==> config.mk <==
export PLATFORM = sky130hd
export DESIGN_NAME = irq_ctrl
export DESIGN_NICKNAME = d
export VERILOG_FILES = /design/src/rtl/irq_ctrl_pkg.sv /design/src/rtl/irq_src_bank.sv /design/src/rtl/irq_arbiter.sv /design/src/rtl/irq_level_ctl.sv /design/src/rtl/irq_ctrl.sv
export SDC_FILE = /design/constraint.sdc
export NUM_CORES = 1
export LEC_CHECK = 0
export BUFFER_PORTS_ARGS = -buffer_cell sky130_fd_sc_hd__buf_2
export CELL_PAD_IN_SITES_DETAIL_PLACEMENT = 0
export CELL_PAD_IN_SITES_GLOBAL_PLACEMENT = 1
export CORE_ASPECT_RATIO = 1.1
export CORE_MARGIN = 3
export CORE_UTILIZATION = 42
export DETAILED_ROUTE_END_ITERATION = 7
export PLACE_DENSITY = 0.84
export SYNTH_ARGS = -nofsm -noshare
export SYNTH_HDL_FRONTEND = slang
export SYNTH_SLANG_ARGS = --single-unit
export TNS_END_PERCENT = 1
==> constraint.sdc <==
create_clock -name clk -period 4.2 [get_ports clk]
set_clock_uncertainty 0.2 [all_clocks]
set_input_delay 0.21 -clock clk [delete_from_list [all_inputs] [get_ports clk]]
set_output_delay 0.21 -clock clk [all_outputs]
set_load 0.05 [all_outputs]
==> src/rtl/irq_ctrl_pkg.sv <==
package irq_ctrl_pkg;

    typedef enum logic [1:0] {
        LVL_IDLE = 2'd0,
        LVL_LOW  = 2'd1,
        LVL_HIGH = 2'd2,
        LVL_NEST = 2'd3
    } isr_lvl_e;

    typedef enum logic [1:0] {
        SEL_FLAG = 2'd0,
        SEL_EN   = 2'd1,
        SEL_PRIO = 2'd2,
        SEL_CTRL = 2'd3
    } reg_sel_e;

    localparam int CTRL_W  = 3;
    localparam int CB_MODE = 0;
    localparam int CB_GHI  = 1;
    localparam int CB_GLO  = 2;

endpackage

==> src/rtl/irq_src_bank.sv <==
module irq_src_bank
    import irq_ctrl_pkg::*;
#(
    parameter int N_SRC = 8
) (
    input  logic             clk,
    input  logic             rst_n,
    input  logic [N_SRC-1:0] evt_i,
    input  logic             wr_en_i,
    input  logic [1:0]       wr_sel_i,
    input  logic [N_SRC-1:0] wr_data_i,
    output logic [N_SRC-1:0] flag_o,
    output logic [N_SRC-1:0] en_o,
    output logic [N_SRC-1:0] prio_o
);

    typedef struct packed {
        logic [N_SRC-1:0] flag;
        logic [N_SRC-1:0] en;
        logic [N_SRC-1:0] prio;
    } bank_t;

    bank_t bank_d, bank_q;

    always_comb begin
        bank_d = bank_q;
        if (wr_en_i) begin
            case (wr_sel_i)
                SEL_FLAG: bank_d.flag = wr_data_i;
                SEL_EN:   bank_d.en   = wr_data_i;
                SEL_PRIO: bank_d.prio = wr_data_i;
                default:  ;
            endcase
        end
        // events win over a same-cycle software write
        bank_d.flag = bank_d.flag | evt_i;
    end

    always_ff @(posedge clk or negedge rst_n) begin
        if (!rst_n) begin
            bank_q <= '0;
        end else begin
            bank_q <= bank_d;
        end
    end

    assign flag_o = bank_q.flag;
    assign en_o   = bank_q.en;
    assign prio_o = bank_q.prio;

    for (genvar i = 0; i < N_SRC; i++) begin : g_flag_chk

        flag_set_chk: assert property (@(posedge clk) disable iff (!rst_n)
            evt_i[i] |=> flag_o[i]);
    end

endmodule

==> src/rtl/irq_arbiter.sv <==
module irq_arbiter
    import irq_ctrl_pkg::*;
#(
    parameter int               N_SRC       = 8,
    parameter logic [N_SRC-1:0] PERIPH_MASK = '1,
    parameter int               VEC_W       = 24,
    parameter logic [VEC_W-1:0] HI_VEC      = 'h8,
    parameter logic [VEC_W-1:0] LO_VEC      = 'h18
) (
    input  logic [N_SRC-1:0] flag_i,
    input  logic [N_SRC-1:0] en_i,
    input  logic [N_SRC-1:0] prio_i,
    input  logic             mode_i,
    input  logic             ghi_i,
    input  logic             glo_i,
    input  isr_lvl_e         lvl_i,
    output logic             req_o,
    output logic             take_hi_o,
    output logic [VEC_W-1:0] vec_o
);

    logic [N_SRC-1:0] armed;
    logic             hi_any;
    logic             lo_any;
    logic             hi_busy;

    always_comb begin
        armed   = flag_i & en_i;
        hi_busy = (lvl_i == LVL_HIGH) || (lvl_i == LVL_NEST);
        if (mode_i) begin
            hi_any = ghi_i && |(armed & prio_i);
            lo_any = glo_i && !hi_busy && |(armed & ~prio_i);
        end else begin
            hi_any = ghi_i && |(armed & (~PERIPH_MASK | {N_SRC{glo_i}}));
            lo_any = 1'b0;
        end
        req_o     = hi_any || lo_any;
        take_hi_o = hi_any;
        vec_o     = (lo_any && !hi_any) ? LO_VEC : HI_VEC;
    end

endmodule

==> src/rtl/irq_level_ctl.sv <==
module irq_level_ctl
    import irq_ctrl_pkg::*;
(
    input  logic              clk,
    input  logic              rst_n,
    input  logic              wr_en_i,
    input  logic [1:0]        wr_sel_i,
    input  logic [CTRL_W-1:0] wr_data_i,
    input  logic              ack_i,
    input  logic              ret_i,
    input  logic              req_i,
    input  logic              take_hi_i,
    output logic              mode_o,
    output logic              ghi_o,
    output logic              glo_o,
    output isr_lvl_e          lvl_o
);

    typedef struct packed {
        logic     mode;
        logic     ghi;
        logic     glo;
        isr_lvl_e lvl;
    } ctl_t;

    ctl_t ctl_d, ctl_q;

    always_comb begin
        ctl_d = ctl_q;
        if (wr_en_i && (wr_sel_i == SEL_CTRL)) begin
            ctl_d.mode = wr_data_i[CB_MODE];
            ctl_d.ghi  = wr_data_i[CB_GHI];
            ctl_d.glo  = wr_data_i[CB_GLO];
        end
        if (ack_i && req_i) begin
            if (!ctl_q.mode) begin
                ctl_d.ghi = 1'b0;
                ctl_d.lvl = LVL_HIGH;
            end else if (take_hi_i) begin
                ctl_d.ghi = 1'b0;
                ctl_d.lvl = (ctl_q.lvl == LVL_LOW) ? LVL_NEST : LVL_HIGH;
            end else begin
                ctl_d.glo = 1'b0;
                ctl_d.lvl = LVL_LOW;
            end
        end else if (ret_i) begin
            case (ctl_q.lvl)
                LVL_NEST: begin
                    ctl_d.ghi = 1'b1;
                    ctl_d.lvl = LVL_LOW;
                end
                LVL_HIGH: begin
                    ctl_d.ghi = 1'b1;
                    ctl_d.lvl = LVL_IDLE;
                end
                LVL_LOW: begin
                    ctl_d.glo = 1'b1;
                    ctl_d.lvl = LVL_IDLE;
                end
                default: begin
                    if (!ctl_q.mode) ctl_d.ghi = 1'b1;
                end
            endcase
        end
    end

    always_ff @(posedge clk or negedge rst_n) begin
        if (!rst_n) begin
            ctl_q <= '{mode: 1'b0, ghi: 1'b0, glo: 1'b0, lvl: LVL_IDLE};
        end else begin
            ctl_q <= ctl_d;
        end
    end

    assign mode_o = ctl_q.mode;
    assign ghi_o  = ctl_q.ghi;
    assign glo_o  = ctl_q.glo;
    assign lvl_o  = ctl_q.lvl;


    gen_clr_chk: assert property (@(posedge clk) disable iff (!rst_n)
        (ack_i && req_i && (!mode_o || take_hi_i)) |=> !ghi_o);


    lo_clr_chk: assert property (@(posedge clk) disable iff (!rst_n)
        (ack_i && req_i && mode_o && !take_hi_i) |=> (!glo_o && lvl_o == LVL_LOW));


    nest_ret_chk: assert property (@(posedge clk) disable iff (!rst_n)
        (ret_i && !(ack_i && req_i) && lvl_o == LVL_NEST && !(wr_en_i && wr_sel_i == SEL_CTRL))
        |=> (lvl_o == LVL_LOW && ghi_o));

endmodule

==> src/rtl/irq_ctrl.sv <==
module irq_ctrl
    import irq_ctrl_pkg::*;
#(
    parameter int               N_SRC       = 8,
    parameter logic [N_SRC-1:0] PERIPH_MASK = 8'hF0,
    parameter int               VEC_W       = 24,
    parameter logic [VEC_W-1:0] HI_VEC      = 24'h000008,
    parameter logic [VEC_W-1:0] LO_VEC      = 24'h000018,
    localparam int              DW          = (N_SRC > CTRL_W) ? N_SRC : CTRL_W
) (
    input  logic             clk,
    input  logic             rst_n,
    input  logic [N_SRC-1:0] evt_i,
    input  logic             wr_en_i,
    input  logic [1:0]       wr_sel_i,
    input  logic [DW-1:0]    wr_data_i,
    input  logic [1:0]       rd_sel_i,
    output logic [DW-1:0]    rd_data_o,
    output logic             irq_req_o,
    output logic [VEC_W-1:0] irq_vec_o,
    input  logic             irq_ack_i,
    input  logic             irq_ret_i
);

    logic [N_SRC-1:0] flag, en, prio;
    logic             mode, ghi, glo, take_hi;
    isr_lvl_e         lvl;

    irq_src_bank #(.N_SRC(N_SRC)) u_bank (
        .clk       (clk),
        .rst_n     (rst_n),
        .evt_i     (evt_i),
        .wr_en_i   (wr_en_i),
        .wr_sel_i  (wr_sel_i),
        .wr_data_i (wr_data_i[N_SRC-1:0]),
        .flag_o    (flag),
        .en_o      (en),
        .prio_o    (prio)
    );

    irq_level_ctl u_lvl (
        .clk       (clk),
        .rst_n     (rst_n),
        .wr_en_i   (wr_en_i),
        .wr_sel_i  (wr_sel_i),
        .wr_data_i (wr_data_i[CTRL_W-1:0]),
        .ack_i     (irq_ack_i),
        .ret_i     (irq_ret_i),
        .req_i     (irq_req_o),
        .take_hi_i (take_hi),
        .mode_o    (mode),
        .ghi_o     (ghi),
        .glo_o     (glo),
        .lvl_o     (lvl)
    );

    irq_arbiter #(
        .N_SRC       (N_SRC),
        .PERIPH_MASK (PERIPH_MASK),
        .VEC_W       (VEC_W),
        .HI_VEC      (HI_VEC),
        .LO_VEC      (LO_VEC)
    ) u_arb (
        .flag_i    (flag),
        .en_i      (en),
        .prio_i    (prio),
        .mode_i    (mode),
        .ghi_i     (ghi),
        .glo_i     (glo),
        .lvl_i     (lvl),
        .req_o     (irq_req_o),
        .take_hi_o (take_hi),
        .vec_o     (irq_vec_o)
    );

    always_comb begin
        rd_data_o = '0;
        case (rd_sel_i)
            SEL_FLAG: rd_data_o[N_SRC-1:0] = flag;
            SEL_EN:   rd_data_o[N_SRC-1:0] = en;
            SEL_PRIO: rd_data_o[N_SRC-1:0] = prio;
            default:  rd_data_o[CTRL_W-1:0] = {glo, ghi, mode};
        endcase
    end


    low_block_chk: assert property (@(posedge clk) disable iff (!rst_n)
        ((lvl == LVL_HIGH || lvl == LVL_NEST) && mode && irq_req_o) |-> (irq_vec_o == HI_VEC));


    compat_vec_chk: assert property (@(posedge clk) disable iff (!rst_n)
        (!mode && irq_req_o) |-> (irq_vec_o == HI_VEC));

endmodule

## After elaboration in Yosys (flattened, before gate mapping)

Index checks and enable logic that the tools add are counted.

- Bitwise gates (word level): 6
- Multiplexer cells: 23
- Reductions and logical operators: 23
- Equality and inequality tests: 8

Operators by type and width:

| operator | number |
|---|---|
| 8-bit AND | 4 |
| 24-bit two-way mux | 1 |
| 8-bit two-way mux | 3 |
| 8-bit OR reduction | 3 |
| 5-bit one-hot mux with 3 select lines | 1 |
| 2-bit == test, second input constant | 5 |
| 1-bit two-way mux | 9 |
| 3-bit one-hot mux with 3 select lines | 1 |
| 4-bit two-way mux | 2 |
| 8-bit NOT | 1 |
| 8-bit OR | 1 |
| 1-bit logical AND | 7 |
| 2-bit by 1-bit == test with 1-bit output, second input constant | 3 |
| 2-bit two-way mux | 3 |
| 2-bit AND reduction | 3 |
| 5-bit two-way mux | 1 |
| 2-bit zero test | 2 |
| 2-bit one-hot mux with 2 select lines | 1 |
| 2-bit OR reduction | 2 |
| 3-bit nonzero test | 1 |
| 1-bit zero test | 2 |
| 1-bit logical OR | 2 |
| 1-bit one-hot mux with 2 select lines | 1 |
| 2-bit nonzero test | 1 |

- Register bits after elaboration: 29
- Input bits: 25
- Output and inout port bits: 33
- Logic and storage cells: 67

## Logic depth before layout (Yosys ltp)

- Depth after elaboration: 10
- Gate-level depth with buffers: 7
- Depth with buffers taken out: 7

## Modules after synthesis

Synthesis repeated with hierarchy kept, for this count alone.

- Cells, all modules: 176
- Area total of the unflattened synthesis: 1,896.8 µm²

By module, submodules not included:

| module | seq. area each (µm²) | area an instance (µm²) | instances | cells an instance |
|---|---|---|---|---|
| irq_src_bank | 600.6 | 984.7 | 1 | 68 |
| irq_arbiter | 0.0 | 394.1 | 1 | 59 |
| irq_level_ctl | 125.1 | 329.1 | 1 | 33 |
| irq_ctrl | 0.0 | 188.9 | 1 | 16 |

## Worst setup path before layout

OpenSTA, ideal clock, no wires.

- Kind: input port to output port
- Start point: input port rd_sel_i[0]
- End point: output port rd_data_o[3]
- Required time: 3.790 ns
- Setup slack: 2.185 ns
- Cell stages on the path: 3
- Arrival: 1.605 ns
- Path buffers: 1
- Cells stage by stage: buf_2 mux2i_1 o21ai_0

- Cells in the longest elaborated chain, start to end: 2
- Elaborated cells on any way between the ends: 4
- Those cells by class: eq/ne (2); mux (1); reduce/logical (1)

Ends and longest elaborated chain:

| what | line | text |
|---|---|---|
| from (decl) | irq_ctrl.sv:17 | `input logic [1:0] rd_sel_i,` |
| 2-bit == test (tied with other cells) | irq_ctrl.sv:78 | `case (rd_sel_i)` |
| 5-bit one-hot mux with 3 select lines * | irq_ctrl.sv:78 |  |
| to (decl) | irq_ctrl.sv:18 | `output logic [DW-1:0] rd_data_o,` |

Mark *: on every way between the ends. The rest lies on a longest branch, timed or not.

==> results.cfg <==
[outcome]
run_status = complete, but fails checks
violations = negative hold slack

[power]
leakage_power_nw = 1.029
clock_power_share_pct = 20.3
power_frac_seq_pct = 37.3
net-switching-power_uw = 442.2
power_frac_comb_pct = 42.3
internal_power_uw = 620.3
netSwitchingFraction_pct = 41.62
pwr_per_cell_area_mw_per_mm2 = 462.5
maximum_vdd_drop_mv = 0.2384

[die]
fp.dieW_um = 69.57
die-area_sq_mm = 0.005282
standard_cell_rows = 24
pin_count = 58
fp.coreArea_sq_mm = 0.004114
die-height_um = 75.93
floorplan.initialDensity_pct = 45.38

[logic_synthesis]
ys_seq_area_share_pct = 38.87
synthesis.area_sq_mm = 0.001867
synthesis.yosys.warnings = 0
syn_area_per_cell_sq_um = 10.37
post_syn_instances = 180
ys_ff_latch = 29
post_synth_num_cell_types = 37

[timing]
worstMarginPinSlew_ns = 1.076
setup_repair_after_global_routing_missed_its_margin = no
fin_setup_tns_ns = 0
slew_viol_final = 0
max_freq_mhz = 441.1
post-route-min-period_ns = 2.267
setup_viol_count_final = 0
fin_worst_hold_slack_ns = -0.0008411
max-slew-margin-rel_pct = 27.95
finalHoldViolCount = 1
fin_crit_sh_pct = 53.98

[placed_design]
placement.cell_area_sq_mm = 0.001994
dp_hpwl_mm = 2.981
routabilityCongestion = 0.8016
placedCellCount = 261
numPortBuffers = 34

[clock_network]
cts.sinks = 29
clk_pin_slew_worst_paths_ns = 0.06
cts-root-buf = sky130_fd_sc_hd__clkbuf_8
tritoncts_clock_tree = done
clock_latency_on_the_worst_skew_pair_ns = 0.28
cts-htree-levels = 2
post-cts-setup-buffer-count = 0
tritoncts.num_buffers = 5
clockBufferDepth = 2

[drt]
detail-route-antenna-nets = 0
routed_via_density = 5.148
detail_route.iter0.violations = 67
vias = 1498
detail_route.wirelength_mm = 4.197
remaining_drc_errors = 0
wire_per_inst_um = 14.42
dr.pass1.iters = 4

[layout]
layout.nets = 267
area_delta_synth_final_pct = 23.06
antenna_cells = 0
finish.instance_area_sq_mm = 0.002297
fillerInstances = 374
layout-drive-gt1-share_pct = 27.20
multi_input_comb_area_sq_mm = 0.001011
layout.area.seq_sq_um = 725.7
final_cell_count_no_fill = 291

[setup_path]
worst-endpoint-arrival_ns = 2.23
timing.setup.critical_path_class = in -> reg
worst_r2r_startpoint = u_bank.flag_o[5]$_DFF_PN0_
worst_setup_path_startpoint = wr_sel_i[1]
worstPathMaxFanout = 16
critical-path-top-delay-family = simple AND/OR/NAND/NOR gates
timing.critical_path.cells = buf_2 > nor3b_2 > nor2b_1 > a211o_1 > dlygate4sd3_1
required_ns = 4.17
worstPathBufferInverterCount = 2
critical-path-slowest-cell = sky130_fd_sc_hd__nor3b_2
max_stage_delay_ns = 0.87
start_kind = primary input
crit_end_element = register

[global_route]
track_usage_pct = 16.71
initial_antenna_violation_count = 0
grt_start_max_net_pins = 30
first_global_vias = 1468
leftover_overflow_at_the_end_of_global_routing = 0
grt_pass1_wl_mm = 7.100

[job]
cap_violations = 0

[hold_path]
min-delay-path-class = in -> reg
min-delay-start = wr_data_i[2]
==> placed cells by master (no fill, tap or decap), types with 2 or more instances in the layout <==
| master | n |
|---|---|
| sky130_fd_sc_hd__a31oi_1 | 2 |
| sky130_fd_sc_hd__clkbuf_8 | 5 |
| sky130_fd_sc_hd__a211o_1 | 8 |
| sky130_fd_sc_hd__ha_1 | 4 |
| sky130_fd_sc_hd__dfrtp_1 | 29 |
| sky130_fd_sc_hd__nand3b_1 | 8 |
| sky130_fd_sc_hd__clkinv_2 | 2 |
| sky130_fd_sc_hd__mux2_2 | 17 |
| sky130_fd_sc_hd__mux4_2 | 3 |
| sky130_fd_sc_hd__o21ai_1 | 2 |
| sky130_fd_sc_hd__nor2b_1 | 10 |
| sky130_fd_sc_hd__dlygate4sd3_1 | 22 |
| sky130_fd_sc_hd__inv_1 | 6 |
| sky130_fd_sc_hd__mux2i_1 | 7 |
| sky130_fd_sc_hd__conb_1 | 23 |
| sky130_fd_sc_hd__nand2_1 | 17 |
| sky130_fd_sc_hd__o21ai_0 | 6 |
| sky130_fd_sc_hd__o2111a_1 | 2 |
| sky130_fd_sc_hd__buf_2 | 34 |
| sky130_fd_sc_hd__nand3_1 | 11 |
| sky130_fd_sc_hd__a21oi_1 | 3 |
==> flip-flops by register name (all words and copies together), names as in the netlist <==
register,flops
u_bank.prio_o,8
u_lvl.lvl_o,2
u_lvl.mode_o,1
u_lvl.glo_o,1
u_lvl.ghi_o,1
u_bank.flag_o,8
u_bank.en_o,8
==> stage by stage <==
step | worst slack (ns) | total power [mW] | util [%]
after floorplan | 2.185 | 0.7539 | -
after global placement | 2.225 | 0.8293 | 48.48
after detailed placement | 2.240 | 0.8345 | 48.48
after CTS | 1.924 | 1.068 | 55.84
after global routing | 1.792 | 1.133 | 55.84
final | 1.933 | 1.062 | 55.84
==> metal layers <==
layer | up-vias | GRT usage (%) | wire length [um]
met4 | 0 | 6.055 | 84
met5 | - | 0 | 0
met1 | 719 | 20.96 | 1840
li1 | 729 | - | -
met2 | 42 | 27.29 | 2053
met3 | 8 | 4.762 | 218
==> power groups by stage <==
stage	registers (mW)	clock network [mW]	logic [mW]
finish	0.396	0.216	0.450
global route	0.405	0.235	0.493
CTS	0.395	0.222	0.451
detailed placement	0.400	0	0.434
global placement	0.398	0	0.431
floorplan	0.380	0	0.374
==> worst reg2reg max path, cell delays in order (launching register included) <==
cell and delay, ns:
sky130_fd_sc_hd__dfrtp_1 0.41, sky130_fd_sc_hd__nor2b_1 0.16, sky130_fd_sc_hd__a211o_1 0.33, sky130_fd_sc_hd__dlygate4sd3_1 0.55
==> kinds of logic (layout without fill, tap and decap cells) <==
| family | count (synthesis) | count (layout) | synth area share (%) |
|---|---|---|---|
| flip-flops | 29 | 29 | 38.87 |
| AND/OR/NAND/NOR | 53 | 53 | 15.55 |
| AO/OA/AOI/OAI | 33 | 33 | 13.67 |
| buffers and inverters | 32 | 70 | 11.19 |
| other | 2 | 23 | 0.4023 |
| multiplexers | 27 | 27 | 17.63 |
| adder cells (fa/ha/maj) | 4 | 4 | 2.681 |
==> synth_stat cells <==
cell type / instances / area [sq um]
sky130_fd_sc_hd__o21ai_0: 6 / 30.03
sky130_fd_sc_hd__ha_1: 4 / 50.05
sky130_fd_sc_hd__mux4_2: 3 / 67.56
sky130_fd_sc_hd__or3_1: 1 / 6.260
sky130_fd_sc_hd__a41o_1: 1 / 10.01
sky130_fd_sc_hd__conb_1: 2 / 7.510
sky130_fd_sc_hd__a21oi_2: 1 / 8.760
sky130_fd_sc_hd__nor2_1: 1 / 3.750
sky130_fd_sc_hd__mux2i_1: 7 / 70.07
sky130_fd_sc_hd__nand2_1: 17 / 63.81
sky130_fd_sc_hd__a221oi_2: 1 / 15.01
sky130_fd_sc_hd__dfrtp_1: 29 / 725.7
sky130_fd_sc_hd__o22ai_1: 1 / 6.260
sky130_fd_sc_hd__nor3_1: 1 / 5.000
sky130_fd_sc_hd__a31o_1: 1 / 8.760
sky130_fd_sc_hd__nor3b_2: 1 / 12.51
sky130_fd_sc_hd__a31oi_2: 1 / 12.51
sky130_fd_sc_hd__and4_1: 1 / 8.760
sky130_fd_sc_hd__a31oi_1: 2 / 12.51
sky130_fd_sc_hd__o21ai_1: 2 / 10.01
sky130_fd_sc_hd__nand3b_1: 8 / 60.06
sky130_fd_sc_hd__a21o_1: 1 / 7.510
sky130_fd_sc_hd__a22oi_1: 1 / 7.510
sky130_fd_sc_hd__buf_4: 23 / 172.7
sky130_fd_sc_hd__nor2b_1: 10 / 62.56
sky130_fd_sc_hd__nand4_1: 1 / 6.260
sky130_fd_sc_hd__mux2_2: 17 / 191.4
sky130_fd_sc_hd__nand3_1: 11 / 55.05
sky130_fd_sc_hd__and2_1: 1 / 6.260
sky130_fd_sc_hd__a2111oi_0: 1 / 8.760
sky130_fd_sc_hd__o2111a_1: 2 / 22.52
sky130_fd_sc_hd__clkbuf_1: 1 / 3.750
sky130_fd_sc_hd__a222oi_1: 1 / 10.01
sky130_fd_sc_hd__a21oi_1: 3 / 15.01
sky130_fd_sc_hd__inv_1: 6 / 22.52
sky130_fd_sc_hd__a211o_1: 8 / 70.07
sky130_fd_sc_hd__buf_2: 2 / 10.01
==> layout make-up <==
| type | instances | area share [%] |
|---|---|---|
| clock buffer | 6 | 3.159 |
| multi-input combinational | 140 | 44.01 |
| sequential | 29 | 31.59 |
| clock inverter | 2 | 0.4357 |
| inverter | 6 | 0.9804 |
| timing repair buffer | 56 | 16.99 |
| tap | 52 | 2.832 |
==> final timing paths <==
kind | end | slack, ns | cells past startpoint
worst max-delay path | u_bank.flag_o[5]$_DFF_PN0_ | 1.93 | 5
worst min-delay path | u_bank.flag_o[2]$_DFF_PN0_ | -0.0008 | 2
worst max register to register | u_bank.flag_o[5]$_DFF_PN0_ | 2.44 | 3
worst min register to register | u_bank.prio_o[7]$_DFFE_PN0P_ | 0.37 | 1
max in group asynchronous | u_bank.prio_o[1]$_DFFE_PN0P_ | 3.10 | 2
min in group asynchronous | u_bank.prio_o[6]$_DFFE_PN0P_ | 0.29 | 2
==> repair_timing <==
| item | 4_1_cts | 5_1_grt |
|---|---|---|
| resized for setup | 0 | 0 |
| hold buffers | 22 | 0 |
| endpoints found under the hold margin | 47 | 0 |
Note: power is estimated with default switching activity, not from simulation.
